File: src/rtl/corr_pkg.sv
package corr_pkg;

   // Upper bound accepted for the tap count by elaboration checks.
   localparam int unsigned CORR_TAPS_MAX = 32;

   // Width needed to hold a count from 0 up to taps inclusive.
   function automatic int unsigned corr_cnt_width(input int unsigned taps);
      return $clog2(taps + 1);
   endfunction

   // Registers a stream symbol crosses between two neighbouring taps.
   localparam int unsigned CORR_HOP_REGS = 2;

endpackage

File: src/rtl/corr_ref_bank.sv
module corr_ref_bank #(
   parameter int unsigned SYM_W = 8,
   parameter int unsigned TAPS  = 4,
   localparam int unsigned SEL_W = $clog2(TAPS)
) (
   input  logic                    clk,
   input  logic                    rst_n,
   input  logic                    we,
   input  logic [SEL_W-1:0]        sel,
   input  logic [SYM_W-1:0]        wdata,
   output logic [TAPS*SYM_W-1:0]   refs_flat
);

   for (genvar k = 0; k < TAPS; k++) begin : g_ref
      logic [SYM_W-1:0] ref_q;

      always_ff @(posedge clk or negedge rst_n) begin
         if (!rst_n) begin
            ref_q <= '0;
         end else if (we && (sel == SEL_W'(k))) begin
            ref_q <= wdata;
         end
      end

      assign refs_flat[k*SYM_W +: SYM_W] = ref_q;
   end


   ref_hold_chk: assert property (@(posedge clk) disable iff (!rst_n)
      !we |=> $stable(refs_flat));

endmodule

File: src/rtl/corr_xline.sv
module corr_xline #(
   parameter int unsigned SYM_W = 8,
   parameter int unsigned TAPS  = 4,
   parameter int unsigned HOP   = 2,
   localparam int unsigned NSTG = 1 + HOP * (TAPS - 1)
) (
   input  logic                    clk,
   input  logic                    rst_n,
   input  logic                    in_valid,
   input  logic [SYM_W-1:0]        in_sym,
   output logic [TAPS*SYM_W-1:0]   tap_sym,
   output logic [TAPS-1:0]         tap_ok
);

   logic [SYM_W-1:0] st_sym [NSTG];
   logic             st_ok  [NSTG];

   for (genvar i = 0; i < NSTG; i++) begin : g_stage
      if (i == 0) begin : g_head
         always_ff @(posedge clk or negedge rst_n) begin
            if (!rst_n) begin
               st_sym[0] <= '0;
               st_ok[0]  <= 1'b0;
            end else begin
               st_sym[0] <= in_valid ? in_sym : '0;
               st_ok[0]  <= in_valid;
            end
         end
      end else begin : g_body
         always_ff @(posedge clk or negedge rst_n) begin
            if (!rst_n) begin
               st_sym[i] <= '0;
               st_ok[i]  <= 1'b0;
            end else begin
               st_sym[i] <= st_sym[i-1];
               st_ok[i]  <= st_ok[i-1];
            end
         end
      end
   end

   for (genvar k = 0; k < TAPS; k++) begin : g_tap
      assign tap_sym[k*SYM_W +: SYM_W] = st_sym[HOP*k];
      assign tap_ok[k]                 = st_ok[HOP*k];
   end

endmodule

File: src/rtl/corr_cell.sv
module corr_cell #(
   parameter int unsigned SYM_W = 8,
   parameter int unsigned SUM_W = 3,
   parameter int unsigned IDX   = 0
) (
   input  logic              clk,
   input  logic              rst_n,
   input  logic [SYM_W-1:0]  x_sym,
   input  logic              x_ok,
   input  logic [SYM_W-1:0]  ref_sym,
   input  logic [SUM_W-1:0]  sum_in,
   input  logic              ok_in,
   output logic [SUM_W-1:0]  sum_q,
   output logic              ok_q
);

   logic             live;
   logic [SUM_W-1:0] bump;

   assign live = ok_in & x_ok;
   assign bump = SUM_W'(x_sym != ref_sym);

   always_ff @(posedge clk or negedge rst_n) begin
      if (!rst_n) begin
         sum_q <= '0;
         ok_q  <= 1'b0;
      end else begin
         ok_q  <= live;
         sum_q <= live ? (sum_in + bump) : '0;
      end
   end


   psum_bound_chk: assert property (@(posedge clk) disable iff (!rst_n)
      ok_q |-> (int'(sum_q) <= int'(IDX) + 1));

endmodule

File: src/rtl/mismatch_correlator.sv
module mismatch_correlator
   import corr_pkg::*;
#(
   parameter int unsigned SYM_W = 8,
   parameter int unsigned TAPS  = 4,
   localparam int unsigned SEL_W = $clog2(TAPS),
   localparam int unsigned CNT_W = corr_cnt_width(TAPS)
) (
   input  logic              clk,
   input  logic              rst_n,
   input  logic              in_valid,
   input  logic [SYM_W-1:0]  in_sym,
   input  logic              ref_we,
   input  logic [SEL_W-1:0]  ref_sel,
   input  logic [SYM_W-1:0]  ref_val,
   output logic              out_valid,
   output logic [CNT_W-1:0]  out_count
);

   if (TAPS < 2 || TAPS > CORR_TAPS_MAX) begin : g_bad_taps
      $error("mismatch_correlator: TAPS out of supported range");
   end
   if (SYM_W < 1) begin : g_bad_sym
      $error("mismatch_correlator: SYM_W must be at least 1");
   end

   logic [TAPS*SYM_W-1:0] refs_flat;
   logic [TAPS*SYM_W-1:0] tap_sym;
   logic [TAPS-1:0]       tap_ok;
   logic [CNT_W-1:0]      sum_w [TAPS+1];
   logic                  ok_w  [TAPS+1];

   corr_ref_bank #(.SYM_W(SYM_W), .TAPS(TAPS)) u_refs (
      .clk       (clk),
      .rst_n     (rst_n),
      .we        (ref_we),
      .sel       (ref_sel),
      .wdata     (ref_val),
      .refs_flat (refs_flat)
   );

   corr_xline #(.SYM_W(SYM_W), .TAPS(TAPS), .HOP(CORR_HOP_REGS)) u_xline (
      .clk      (clk),
      .rst_n    (rst_n),
      .in_valid (in_valid),
      .in_sym   (in_sym),
      .tap_sym  (tap_sym),
      .tap_ok   (tap_ok)
   );

   assign sum_w[0] = '0;
   assign ok_w[0]  = 1'b1;

   for (genvar k = 0; k < TAPS; k++) begin : g_cell
      corr_cell #(.SYM_W(SYM_W), .SUM_W(CNT_W), .IDX(k)) u_cell (
         .clk     (clk),
         .rst_n   (rst_n),
         .x_sym   (tap_sym[k*SYM_W +: SYM_W]),
         .x_ok    (tap_ok[k]),
         .ref_sym (refs_flat[k*SYM_W +: SYM_W]),
         .sum_in  (sum_w[k]),
         .ok_in   (ok_w[k]),
         .sum_q   (sum_w[k+1]),
         .ok_q    (ok_w[k+1])
      );
   end

   assign out_valid = ok_w[TAPS];
   assign out_count = sum_w[TAPS];


   cnt_range_chk: assert property (@(posedge clk) disable iff (!rst_n)
      out_valid |-> (int'(out_count) <= int'(TAPS)));


   idle_zero_chk: assert property (@(posedge clk) disable iff (!rst_n)
      !out_valid |-> (out_count == '0));

endmodule

File: config.mk
export PLATFORM = sky130hd
export DESIGN_NAME = mismatch_correlator
export DESIGN_NICKNAME = d
export VERILOG_FILES = /design/src/rtl/corr_pkg.sv /design/src/rtl/corr_ref_bank.sv /design/src/rtl/corr_xline.sv /design/src/rtl/corr_cell.sv /design/src/rtl/mismatch_correlator.sv
export SDC_FILE = /design/constraint.sdc
export NUM_CORES = 1
export LEC_CHECK = 0
export BUFFER_PORTS_ARGS = -buffer_cell sky130_fd_sc_hd__buf_4
export CAP_MARGIN = 20
export CORE_UTILIZATION = 58
export CTS_CLUSTER_DIAMETER = 100
export CTS_CLUSTER_SIZE = 12
export DETAILED_ROUTE_END_ITERATION = 10
export PLACE_DENSITY = 0.81
export SKIP_CTS_REPAIR_TIMING = 1
export SLEW_MARGIN = 40
export SYNTH_ARGS = -nofsm -noshare
export SYNTH_HDL_FRONTEND = slang
export SYNTH_SLANG_ARGS = --single-unit
export TNS_END_PERCENT = 30
File: constraint.sdc
create_clock -name clk -period 2.07 [get_ports clk]
set_input_delay 0.414 -clock clk [delete_from_list [all_inputs] [get_ports clk]]
set_output_delay 0.414 -clock clk [all_outputs]
set_load 0.05 [all_outputs]
==> results.md <==
- Run status: completed
- Average size of a mapped cell: 17.1 µm²
- Vias in the first global route: 1,730
- GR Overflow Total: 0
- Reg2Reg Launch Point: u_refs.g_ref[3].ref_q[5]
- Int Pwr: 3.33 mW
- Crit path capture type: register
- Flop pwr share: 0.559
- Clk pwr share: 0.351
- Share of cells above drive strength 1: 0.309
- Max rail drop VDD: 0.665 mV
- Num ports: 26
- Largest net degree at the start of global routing: 41
- CTS tree: yes
- GRT Util Overall: 0.192
- Clk sinks: 107
- Routed via count: 1,720
- Post-route ant nets: 0
- Area leader, netlist: dfrtp_1
- Num CTS Buffers: 9
- Setup Skew: 5.95 ps
- Library cells used by synthesis: 12
- Met2 Track Usage GR: 0.312
- First-pass GRT wire length: 8.58 mm
- Core area: 0.00599 mm²
- Clock Tree Buf Depth: 2
- Relative slew slack: 0.669
- Buffers on Ports: 25
- Layout Cells excl Fill: 331
- Post-detailed-routing wire length: 5.27 mm
- Number of cells on the worst reg-to-reg path: 7
- DR WL/cell: 15.9 µm
- Area contributors post-synth: dfrtp_1 74%, mux2_2 9.9%, xor2_1 8.0%
- Register area share after synthesis: 0.738
- Nets: 278
- Crit path time final: 1830 ps
- Main synth FF type: dfrtp_1
- Final antenna diode count: 0
- WP data required: 2320 ps
- Multi-input combinational cell area: 951 µm²
- Cells after Synth: 212
- Switching power: 0.945 mW
- Most frequent cell after synthesis: dfrtp_1
- Crit path DAT: 2090 ps
- Rows: 28
- DP Cell Count: 314
- Die height: 81.1 µm
- Combinational share of power: 0.089
- Max-slew violations: 0
- Synth Cell Area: 0.00363 mm²
- Clock latency on the worst-skew pair: 350 ps
- Critical path class: register to register
- Final count of hold timing violations: 0
- Met1 Use GR: 0.239
- Unrepaired setup endpoints after global routing: no
- Initial antenna violation count: 0
- Die area: 0.00658 mm²
- Asr flop ratio synth: 1.00
- Yosys top cell area share: 0.738
- Root Buffer: clkbuf_8
- Crit path launch type: register
- #FFs+latches synth: 107
- EDFF count, synth: 0
- Synth cell count leaders: 107 x dfrtp_1, 33 x xor2_1, 32 x mux2_2
- FF-to-FF setup slack: 240 ps
- Switching share of power: 0.221
- Worst-path maximum fanout: 2
- Post-DP HPWL: 3.58 mm
- Chip Width: 81.1 µm
- Slew @ Worst Pin: 497 ps
- Terminus of the critical flop-to-flop path: g_cell[3].u_cell.sum_q[2]
- Met3 GRT Util: 0.0640
- Clock slew at reported path FFs: 90 ps
- Worst Hold Depth: 1
- Worst setup path startpoint: u_refs.g_ref[3].ref_q[5]
- Final-report setup violation count: 0
- GR peak layer: met2
- Area Overhead vs Synth: 16.0%
- Max Fclk: 545 MHz
- Routability cong.: 0.746
- Fill cell count: 389
- Syn Nets: 239
- Lkg Pwr: 2.06 nW
- Initial Util: 0.606
- 1st-iter DRT viols: 51
- 1st-pass router iterations: 4
- Sequential cell area: 0.00268 mm²
- Power Dens Cells: 1010 mW/mm²
- CP Capture Point: g_cell[3].u_cell.sum_q[2]
- H-tree depth: 3
- Fin crit share: 0.886
- Hold Path Class: primary input to register
- Syn. warnings: 0
- DRC: 0
- Total Neg Setup Slack: 0 ps
- Vias per cell: 5.20
- Max_cap viols: 0
[cell type report]
cell class / count / area share
flip-flops and latches: 107 / 0.636
multi-input cells: 105 / 0.226
repair buffers: 28 / 0.0565
clock buffers: 10 / 0.0327
clock inverters: 6 / 0.0265
well taps: 75 / 0.0223
[critical path: stages (launching register included)]
cell	delay, ps
dfrtp_1	410
xor2_1	170
nor4_1	340
nand2_1	120
ha_1	190
ha_1	180
xor2_1	150
and2_1	150
[placed cells by master, fill, tap and decap left out, drive strengths merged]
master	n
inv	1
nor4	8
mux2	32
and3	7
a21boi	1
bufinv	3
clkinvlp	1
dfrtp	107
nand3b	2
xor2	33
nand2	3
ha	5
clkinv	1
dlygate4sd3	1
nand3	1
buf	27
and2	12
clkbuf	10
nor3b	1
[power groups by stage]
stage | logic, mW | clock network, mW | registers (mW)
finish | 0.382 | 1.50 | 2.39
CTS | 0.390 | 1.53 | 2.39
detailed placement | 0.387 | 0 | 2.43
global placement | 0.370 | 0 | 2.42
floorplan | 0.236 | 0 | 2.41
global route | 0.431 | 1.61 | 2.41
[state kept, by name, indices dropped and copies added (netlist names)]
name / flops
u_xline.tap_sym: 32
u_xline.tap_ok: 4
u_xline.st_ok: 2
g_cell.u_cell.ok_q: 4
u_refs.g_ref.ref_q: 32
g_cell.u_cell.sum_q: 9
u_xline.st_sym: 24
[routing by layer]
metal	vias to the layer above	part of all wire
li1	793	-
met1	890	0.44
met2	30	0.51
met3	7	0.033
met4	0	0.014
met5	-	0
[how the worst min path moves through the flow]
stage / from / end / slack, ps
global route: in_valid / u_xline.tap_ok[0] / 190
finish: in_valid / u_xline.tap_ok[0] / 210
CTS: rst_n / u_xline.tap_sym[24] / -3
floorplan: rst_n / g_cell[0].u_cell.ok_q / 120
detailed placement: u_xline.st_ok[3] / u_xline.tap_ok[2] / 330
global placement: u_xline.st_sym[43] / u_xline.tap_sym[11] / 330
[logic make-up after synthesis]
logic type | Yosys count | synth area share
compound gates | 1 | 0.00207
xor+xnor | 33 | 0.0797
fa+ha+maj | 5 | 0.0172
flops | 107 | 0.738
mux | 32 | 0.0993
simple gates | 34 | 0.0638
[per-stage QoR]
stage / power [mW] / utilization / instance area (µm²) / hold slack, ps / setup WS, ps
final: 4.27 / 0.703 / 4210 / 210 / 236
after global routing: 4.46 / 0.703 / 4210 / 190 / 107
after CTS: 4.31 / 0.701 / 4200 / -2.65 / 249
after detailed placement: 2.82 / 0.659 / 3950 / 335 / 268
after global placement: 2.79 / 0.659 / 3950 / 331 / 312
after floorplan: 2.64 / - / 3630 / 118 / 467
Power figures use the tool's default switching activity.
